==> src/rtl/crank_resync_pkg.sv <==
package crank_resync_pkg;
  typedef enum logic [1:0] {
    ST_SEARCH = 2'd0,
    ST_BLANK  = 2'd1,
    ST_FIRST  = 2'd2,
    ST_SYNCED = 2'd3
  } sync_state_e;
endpackage

==> src/rtl/crank_seq_fsm.sv <==
module crank_seq_fsm
  import crank_resync_pkg::*;
#(
  parameter int SEARCH_TEETH = 3,
  parameter int BLANK_TEETH  = 2
) (
  input  logic        clk,
  input  logic        rst_n,
  input  logic        tooth_i,
  input  logic        stall_i,
  output sync_state_e state_o,
  output logic        tooth_clr_o
);
  localparam int MAX_TEETH = (SEARCH_TEETH > BLANK_TEETH) ? SEARCH_TEETH : BLANK_TEETH;
  localparam int TCNT_W    = $clog2(MAX_TEETH + 1);
  localparam logic [TCNT_W-1:0] SEARCH_LAST = TCNT_W'(SEARCH_TEETH - 1);
  localparam logic [TCNT_W-1:0] BLANK_LAST  = TCNT_W'(BLANK_TEETH - 1);

  sync_state_e       state_q, state_d;
  logic [TCNT_W-1:0] tcnt_q, tcnt_d;
  logic              state_en, tcnt_en;

  always_comb begin
    state_d     = state_q;
    tcnt_d      = tcnt_q;
    tooth_clr_o = 1'b0;
    if (stall_i) begin
      state_d = ST_FIRST;
      tcnt_d  = '0;
    end else if (tooth_i) begin
      unique case (state_q)
        ST_SEARCH: begin
          if (tcnt_q == SEARCH_LAST) begin
            state_d     = ST_BLANK;
            tcnt_d      = '0;
            tooth_clr_o = 1'b1;
          end else begin
            tcnt_d = tcnt_q + TCNT_W'(1);
          end
        end
        ST_BLANK: begin
          if (tcnt_q == BLANK_LAST) begin
            state_d = ST_FIRST;
            tcnt_d  = '0;
          end else begin
            tcnt_d = tcnt_q + TCNT_W'(1);
          end
        end
        ST_FIRST: begin
          state_d     = ST_SYNCED;
          tooth_clr_o = 1'b1;
        end
        default: ;
      endcase
    end
  end

  assign state_en = stall_i | tooth_i;
  assign tcnt_en  = stall_i | tooth_i;

  always_ff @(posedge clk or negedge rst_n) begin
    if (!rst_n) begin
      state_q <= ST_SEARCH;
      tcnt_q  <= '0;
    end else begin
      if (state_en) state_q <= state_d;
      if (tcnt_en)  tcnt_q  <= tcnt_d;
    end
  end

  assign state_o = state_q;
endmodule

==> src/rtl/crank_angle_cnt.sv <==
module crank_angle_cnt #(
  parameter int CNT_W = 24
) (
  input  logic             clk,
  input  logic             rst_n,
  input  logic             tick_i,
  input  logic             stall_i,
  input  logic             tooth_clr_i,
  output logic [CNT_W-1:0] angle_o
);
  logic [CNT_W-1:0] cnt_q, cnt_d;
  logic             cnt_en;
  logic             upper_half;

  assign upper_half = cnt_q[CNT_W-1];

  always_comb begin
    cnt_d = cnt_q;
    if (stall_i) begin
      if (!upper_half) cnt_d = '0;
    end else if (tooth_clr_i) begin
      cnt_d = '0;
    end else if (tick_i) begin
      cnt_d = cnt_q + CNT_W'(1);
    end
  end

  assign cnt_en = stall_i | tooth_clr_i | tick_i;

  always_ff @(posedge clk or negedge rst_n) begin
    if (!rst_n)      cnt_q <= '0;
    else if (cnt_en) cnt_q <= cnt_d;
  end

  assign angle_o = cnt_q;
endmodule

==> src/rtl/crank_stall_regs.sv <==
module crank_stall_regs #(
  parameter int CNT_W = 24
) (
  input  logic             clk,
  input  logic             rst_n,
  input  logic             stall_i,
  input  logic [CNT_W-1:0] cyc_len_i,
  output logic [CNT_W-1:0] cyc_start_o,
  output logic             reinit_o
);
  logic [CNT_W-1:0] start_q;
  logic             reinit_q;

  always_ff @(posedge clk or negedge rst_n) begin
    if (!rst_n)       start_q <= '0;
    else if (stall_i) start_q <= cyc_len_i;
  end

  always_ff @(posedge clk or negedge rst_n) begin
    if (!rst_n) reinit_q <= 1'b0;
    else        reinit_q <= stall_i;
  end

  assign cyc_start_o = start_q;
  assign reinit_o    = reinit_q;
endmodule

==> src/rtl/crank_resync_ctrl.sv <==
module crank_resync_ctrl
  import crank_resync_pkg::*;
#(
  parameter int CNT_W        = 24,
  parameter int SEARCH_TEETH = 3,
  parameter int BLANK_TEETH  = 2
) (
  input  logic             clk,
  input  logic             rst_n,
  input  logic             tick_i,
  input  logic             tooth_i,
  input  logic             stall_i,
  input  logic [CNT_W-1:0] cyc_len_i,
  output logic [CNT_W-1:0] angle_o,
  output logic [CNT_W-1:0] cyc_start_o,
  output logic             reinit_o,
  output logic [1:0]       state_o
);
  logic        rst_meta_n, rst_sync_n;
  sync_state_e state;
  logic        tooth_clr;

  always_ff @(posedge clk or negedge rst_n) begin
    if (!rst_n) begin
      rst_meta_n <= 1'b0;
      rst_sync_n <= 1'b0;
    end else begin
      rst_meta_n <= 1'b1;
      rst_sync_n <= rst_meta_n;
    end
  end

  crank_seq_fsm #(
    .SEARCH_TEETH(SEARCH_TEETH),
    .BLANK_TEETH (BLANK_TEETH)
  ) u_fsm (
    .clk        (clk),
    .rst_n      (rst_sync_n),
    .tooth_i    (tooth_i),
    .stall_i    (stall_i),
    .state_o    (state),
    .tooth_clr_o(tooth_clr)
  );

  crank_angle_cnt #(.CNT_W(CNT_W)) u_cnt (
    .clk        (clk),
    .rst_n      (rst_sync_n),
    .tick_i     (tick_i),
    .stall_i    (stall_i),
    .tooth_clr_i(tooth_clr),
    .angle_o    (angle_o)
  );

  crank_stall_regs #(.CNT_W(CNT_W)) u_regs (
    .clk        (clk),
    .rst_n      (rst_sync_n),
    .stall_i    (stall_i),
    .cyc_len_i  (cyc_len_i),
    .cyc_start_o(cyc_start_o),
    .reinit_o   (reinit_o)
  );

  assign state_o = state;
endmodule

==> config.mk <==
export PLATFORM = sky130hd
export DESIGN_NAME = crank_resync_ctrl
export DESIGN_NICKNAME = d
export VERILOG_FILES = /design/src/rtl/crank_resync_pkg.sv /design/src/rtl/crank_seq_fsm.sv /design/src/rtl/crank_angle_cnt.sv /design/src/rtl/crank_stall_regs.sv /design/src/rtl/crank_resync_ctrl.sv
export SDC_FILE = /design/constraint.sdc
export NUM_CORES = 1
export LEC_CHECK = 0
export BUFFER_PORTS_ARGS = -buffer_cell sky130_fd_sc_hd__clkbuf_2
export CAP_MARGIN = 0
export CORE_UTILIZATION = 51
export DETAILED_ROUTE_END_ITERATION = 8
export GPL_TIMING_DRIVEN = 1
export PLACE_DENSITY = 0.79
export SLEW_MARGIN = 20
export SYNTH_ARGS = -nofsm -noshare
export SYNTH_HDL_FRONTEND = slang
export SYNTH_SLANG_ARGS = --single-unit
==> constraint.sdc <==
create_clock -name clk -period 1.9 [get_ports clk]
set_input_delay 0.095 -clock clk [delete_from_list [all_inputs] [get_ports clk]]
set_output_delay 0.095 -clock clk [all_outputs]
set_load 0.01 [all_outputs]
==> impl_metrics.env <==
export IMPL_path_buf_inv=0
export IMPL_avgSynthCellArea_um2=11.0
export IMPL_first_pass_iters=4
export IMPL_ys_seq_area_share_pct=51.9
export IMPL_timing_final_crit_period_ps=1870
export IMPL_clk_latency_ps=320
export IMPL_htree_levels=2
export IMPL_synth_edff_count=0
export IMPL_syn_nets=275
export IMPL_rows=25
export IMPL_grt_pass1_vias=2285
export IMPL_power_frac_clock_pct=29.7
export IMPL_slew_viol_final=0
export IMPL_area_growth_pct=35.3
export IMPL_leakagePower_uw=0.00173
export IMPL_cp_top_family="simple AND/OR/NAND/NOR gates"
export IMPL_track_usage_pct=24.8
export IMPL_synth_xor_area_share_pct=0
export IMPL_drc=0
export IMPL_worst_setup_path_end_kind="flop"
export IMPL_vias=2392
export IMPL_rsz0062_at_grt="true"
export IMPL_nets=392
export IMPL_core_mm2=0.00485
export IMPL_dpl_cell_count=406
export IMPL_cts_sinks=55
export IMPL_slowest_delay_ps=550
export IMPL_clockBufferDepth=2
export IMPL_hold_class="in -> reg"
export IMPL_cp_startpoint="u_cnt.angle_o[1]$_DFFE_PN0P_"
export IMPL_route_final_wire_length_mm=6.64
export IMPL_cp_cell_sequence="ha_4 -> nand3_2 -> or4_4 -> or4_1 -> nand3_1"
export IMPL_highest_layer="met4"
export IMPL_fp_dieH_um=74.1
export IMPL_drt_iter0_drc=129
export IMPL_syn_area_mm2=0.00265
export IMPL_status="finished clean"
export IMPL_design_die_area_mm2=0.00549
export IMPL_r2r_start="u_cnt.angle_o[1]$_DFFE_PN0P_"
export IMPL_p_sw_uw=681
export IMPL_total_power_uw=2400
export IMPL_synthArstFlopShare_pct=100
export IMPL_finalSetupViolations=0
export IMPL_cap_viol_max_count=0
export IMPL_drive_gt1_share_pct=44.8
export IMPL_grt_pass1_wl_mm=10.4
export IMPL_io_pins=80
export IMPL_cts_tree="built"
export IMPL_final_setup_tns_ps=0
export IMPL_grt_overflow=0
export IMPL_fin_util_pct=74.0
export IMPL_holdWs_ps=1.96
export IMPL_vias_per_cell=5.62
export IMPL_start_util_pct=54.7
export IMPL_grt_antenna_before_repair=0
export IMPL_switching_share_pct=28.4
export IMPL_p_int_uw=1720
export IMPL_die_x_um=74.1
export IMPL_crit_type="reg -> reg"
export IMPL_peakVddDrop_mv=0.521
export IMPL_pwr_share_seq_pct=53.5
export IMPL_routed_wl_met3_um=352
export IMPL_cp_slowest_cell="or4_4"
export IMPL_antenna_cells=0
export IMPL_fmax_mhz=534
export IMPL_worstHoldStart="cyc_len_i[5]"
export IMPL_ys_types=45
export IMPL_synth_fa_ha_area_share_pct=2.36
export IMPL_hold_violations=0
export IMPL_layout_cells_non_filler=426
export IMPL_ys_ff_latch=55
export IMPL_crit_path_start_kind="flop"
export IMPL_skew_ps=4.79
export IMPL_gp_congestion=0.864
export IMPL_worstPathRequired_ps=2160
export IMPL_root_buffer="clkbuf_8"
export IMPL_numPortBuffers=79
export IMPL_synth_top_family_by_area="compound AO/OA/AOI/OAI gates"
export IMPL_synthFlopType="dfrtp_1"
export IMPL_combPwrFrac_pct=16.8
export IMPL_cp_arrival_ps=2130
export IMPL_synthSimpleGateAreaFrac_pct=16.4
export IMPL_path_clk_slew_ps=110
export IMPL_antenna_left=0
export IMPL_wire_per_inst_um=15.6
export IMPL_synth_mux_area_share_pct=10.2
export IMPL_nFillCells=321
export IMPL_synthCells=241
export IMPL_critPathMaxFanout=5
export IMPL_synth_compound_area_share_pct=16.4
export IMPL_grt_max_degree=45
export IMPL_yosys_warnings=0
export IMPL_met2_length_mm=3.44
export IMPL_met1_length_mm=2.74
export IMPL_dp_hpwl_mm=4.50
export IMPL_numCtsBuffers=5
export IMPL_power_density_mw_per_mm2=669
export IMPL_fin_crit_sh_pct=98.5
[timing repair]
item,in CTS,in global routing
buffers inserted,0,1
pin swaps,0,2
hold endpoints to repair,10,2
hold buffers,9,2
setup endpoints to repair,6,7
gates resized for setup,1,3
[cells in the mapped netlist (2+ instances only)]
master	instances	area, um2
nand4_1	3	18.8
a41oi_1	4	35.0
nor3_1	7	35.0
or4_4	2	22.5
nand2_1	12	45.0
a31oi_1	12	75.1
clkbuf_1	8	30.0
and3_1	3	18.8
nand4_2	2	25.0
a21oi_1	7	35.0
o21ai_0	18	90.1
nand2b_1	4	25.0
nor2b_1	3	18.8
ha_1	5	62.6
nand3_1	7	35.0
nor4_1	9	56.3
a21o_1	4	30.0
inv_1	8	30.0
mux2_2	24	270
dfrtp_1	55	1380
o2bb2ai_1	2	17.5
nand3_2	2	20.0
o31a_1	3	26.3
nor2_1	10	37.5
a22o_1	7	61.3
[path summary, 6_finish.rpt]
check	end	slack, ps	cells after the start
hold / removal	u_regs.cyc_start_o[5]$_DFFE_PN0P_	2	2
max in group asynchronous	u_cnt.angle_o[1]$_DFFE_PN0P_	1240	1
hold reg to reg	u_regs.cyc_start_o[9]$_DFFE_PN0P_	140	0
setup / recovery	u_cnt.angle_o[22]$_DFFE_PN0P_	30	5
min in group asynchronous	rst_sync_n$_DFF_PN0_	90	2
setup reg to reg	u_cnt.angle_o[22]$_DFFE_PN0P_	30	5
[area by class of cell]
| type | count | area [um2] | area share [%] |
|---|---|---|---|
| clock buffer | 5 | 68.8 | 1.92 |
| clock inverter | 3 | 31.3 | 0.871 |
| inverter | 8 | 30.0 | 0.837 |
| multi-input combinational | 168 | 1250 | 34.8 |
| sequential | 55 | 1380 | 38.5 |
| tap | 67 | 83.8 | 2.34 |
| timing repair buffer | 120 | 747 | 20.8 |
[kinds of logic (layout without fill, tap and decap cells)]
family                     Yosys count  after routing
DFF                                 55             55
other                                1              1
muxes                               24             24
buffers and inverters               18            136
and+or+nand+nor                     73             73
AOI/OAI and AO/OA                   65             65
adders and majority gates            5              5
[cells in the final DEF (no fill, tap or decap), types with 3 or more instances in the layout]
| cell | synthesis | layout |
|---|---|---|
| nand2_1 | 12 | 12 |
| and3_1 | 3 | 3 |
| o21ai_0 | 18 | 17 |
| nand3_1 | 7 | 7 |
| nor2_1 | 10 | 10 |
| dfrtp_2 | 0 | 4 |
| a41oi_1 | 4 | 4 |
| dlygate4sd3_1 | 0 | 11 |
| a31oi_1 | 12 | 12 |
| nor4_1 | 9 | 9 |
| o31a_1 | 3 | 3 |
| nand4_1 | 3 | 3 |
| dfrtp_1 | 55 | 51 |
| a21o_1 | 4 | 4 |
| ha_1 | 5 | 3 |
| clkbuf_2 | 0 | 79 |
| nor3_1 | 7 | 7 |
| clkbuf_8 | 0 | 5 |
| nor2b_1 | 3 | 3 |
| mux2_2 | 24 | 24 |
| nand2b_1 | 4 | 4 |
| buf_4 | 0 | 28 |
| a21oi_1 | 7 | 7 |
| a22o_1 | 7 | 7 |
| inv_1 | 8 | 6 |
[registers in the layout (all words and copies together), names as in the netlist]
| signal | count |
|---|---|
| u_regs.reinit_o | 1 |
| u_regs.cyc_start_o | 24 |
| u_fsm.tcnt_q | 2 |
| rst_sync_n | 1 |
| u_fsm.state_o | 2 |
| rst_meta_n | 1 |
| u_cnt.angle_o | 24 |
[metal layers]
metal | GRT usage, % | vias up
met3 | 6.23 | 13
met1 | 31.0 | 1154
met4 | 6.84 | 0
li1 | - | 1150
met5 | 0 | -
met2 | 42.7 | 75
[through the flow]
step	setup slack, ps	cell area [um2]
after global placement	60.1	3360
after CTS	3.39	3550
after floorplan	-45.7	2690
after detailed placement	10.7	3360
final	28.7	3590
after global routing	-37.2	3590
[power groups by stage]
| stage | Sequential (uW) | Combinational, uW | Clock, uW |
|---|---|---|---|
| after floorplan | 1350 | 164 | 0 |
| after global placement | 1300 | 363 | 0 |
| after detailed placement | 1300 | 375 | 0 |
| after CTS | 1280 | 393 | 734 |
| after global routing | 1290 | 444 | 785 |
| final | 1280 | 405 | 713 |
(Power assumes the default switching activity.)
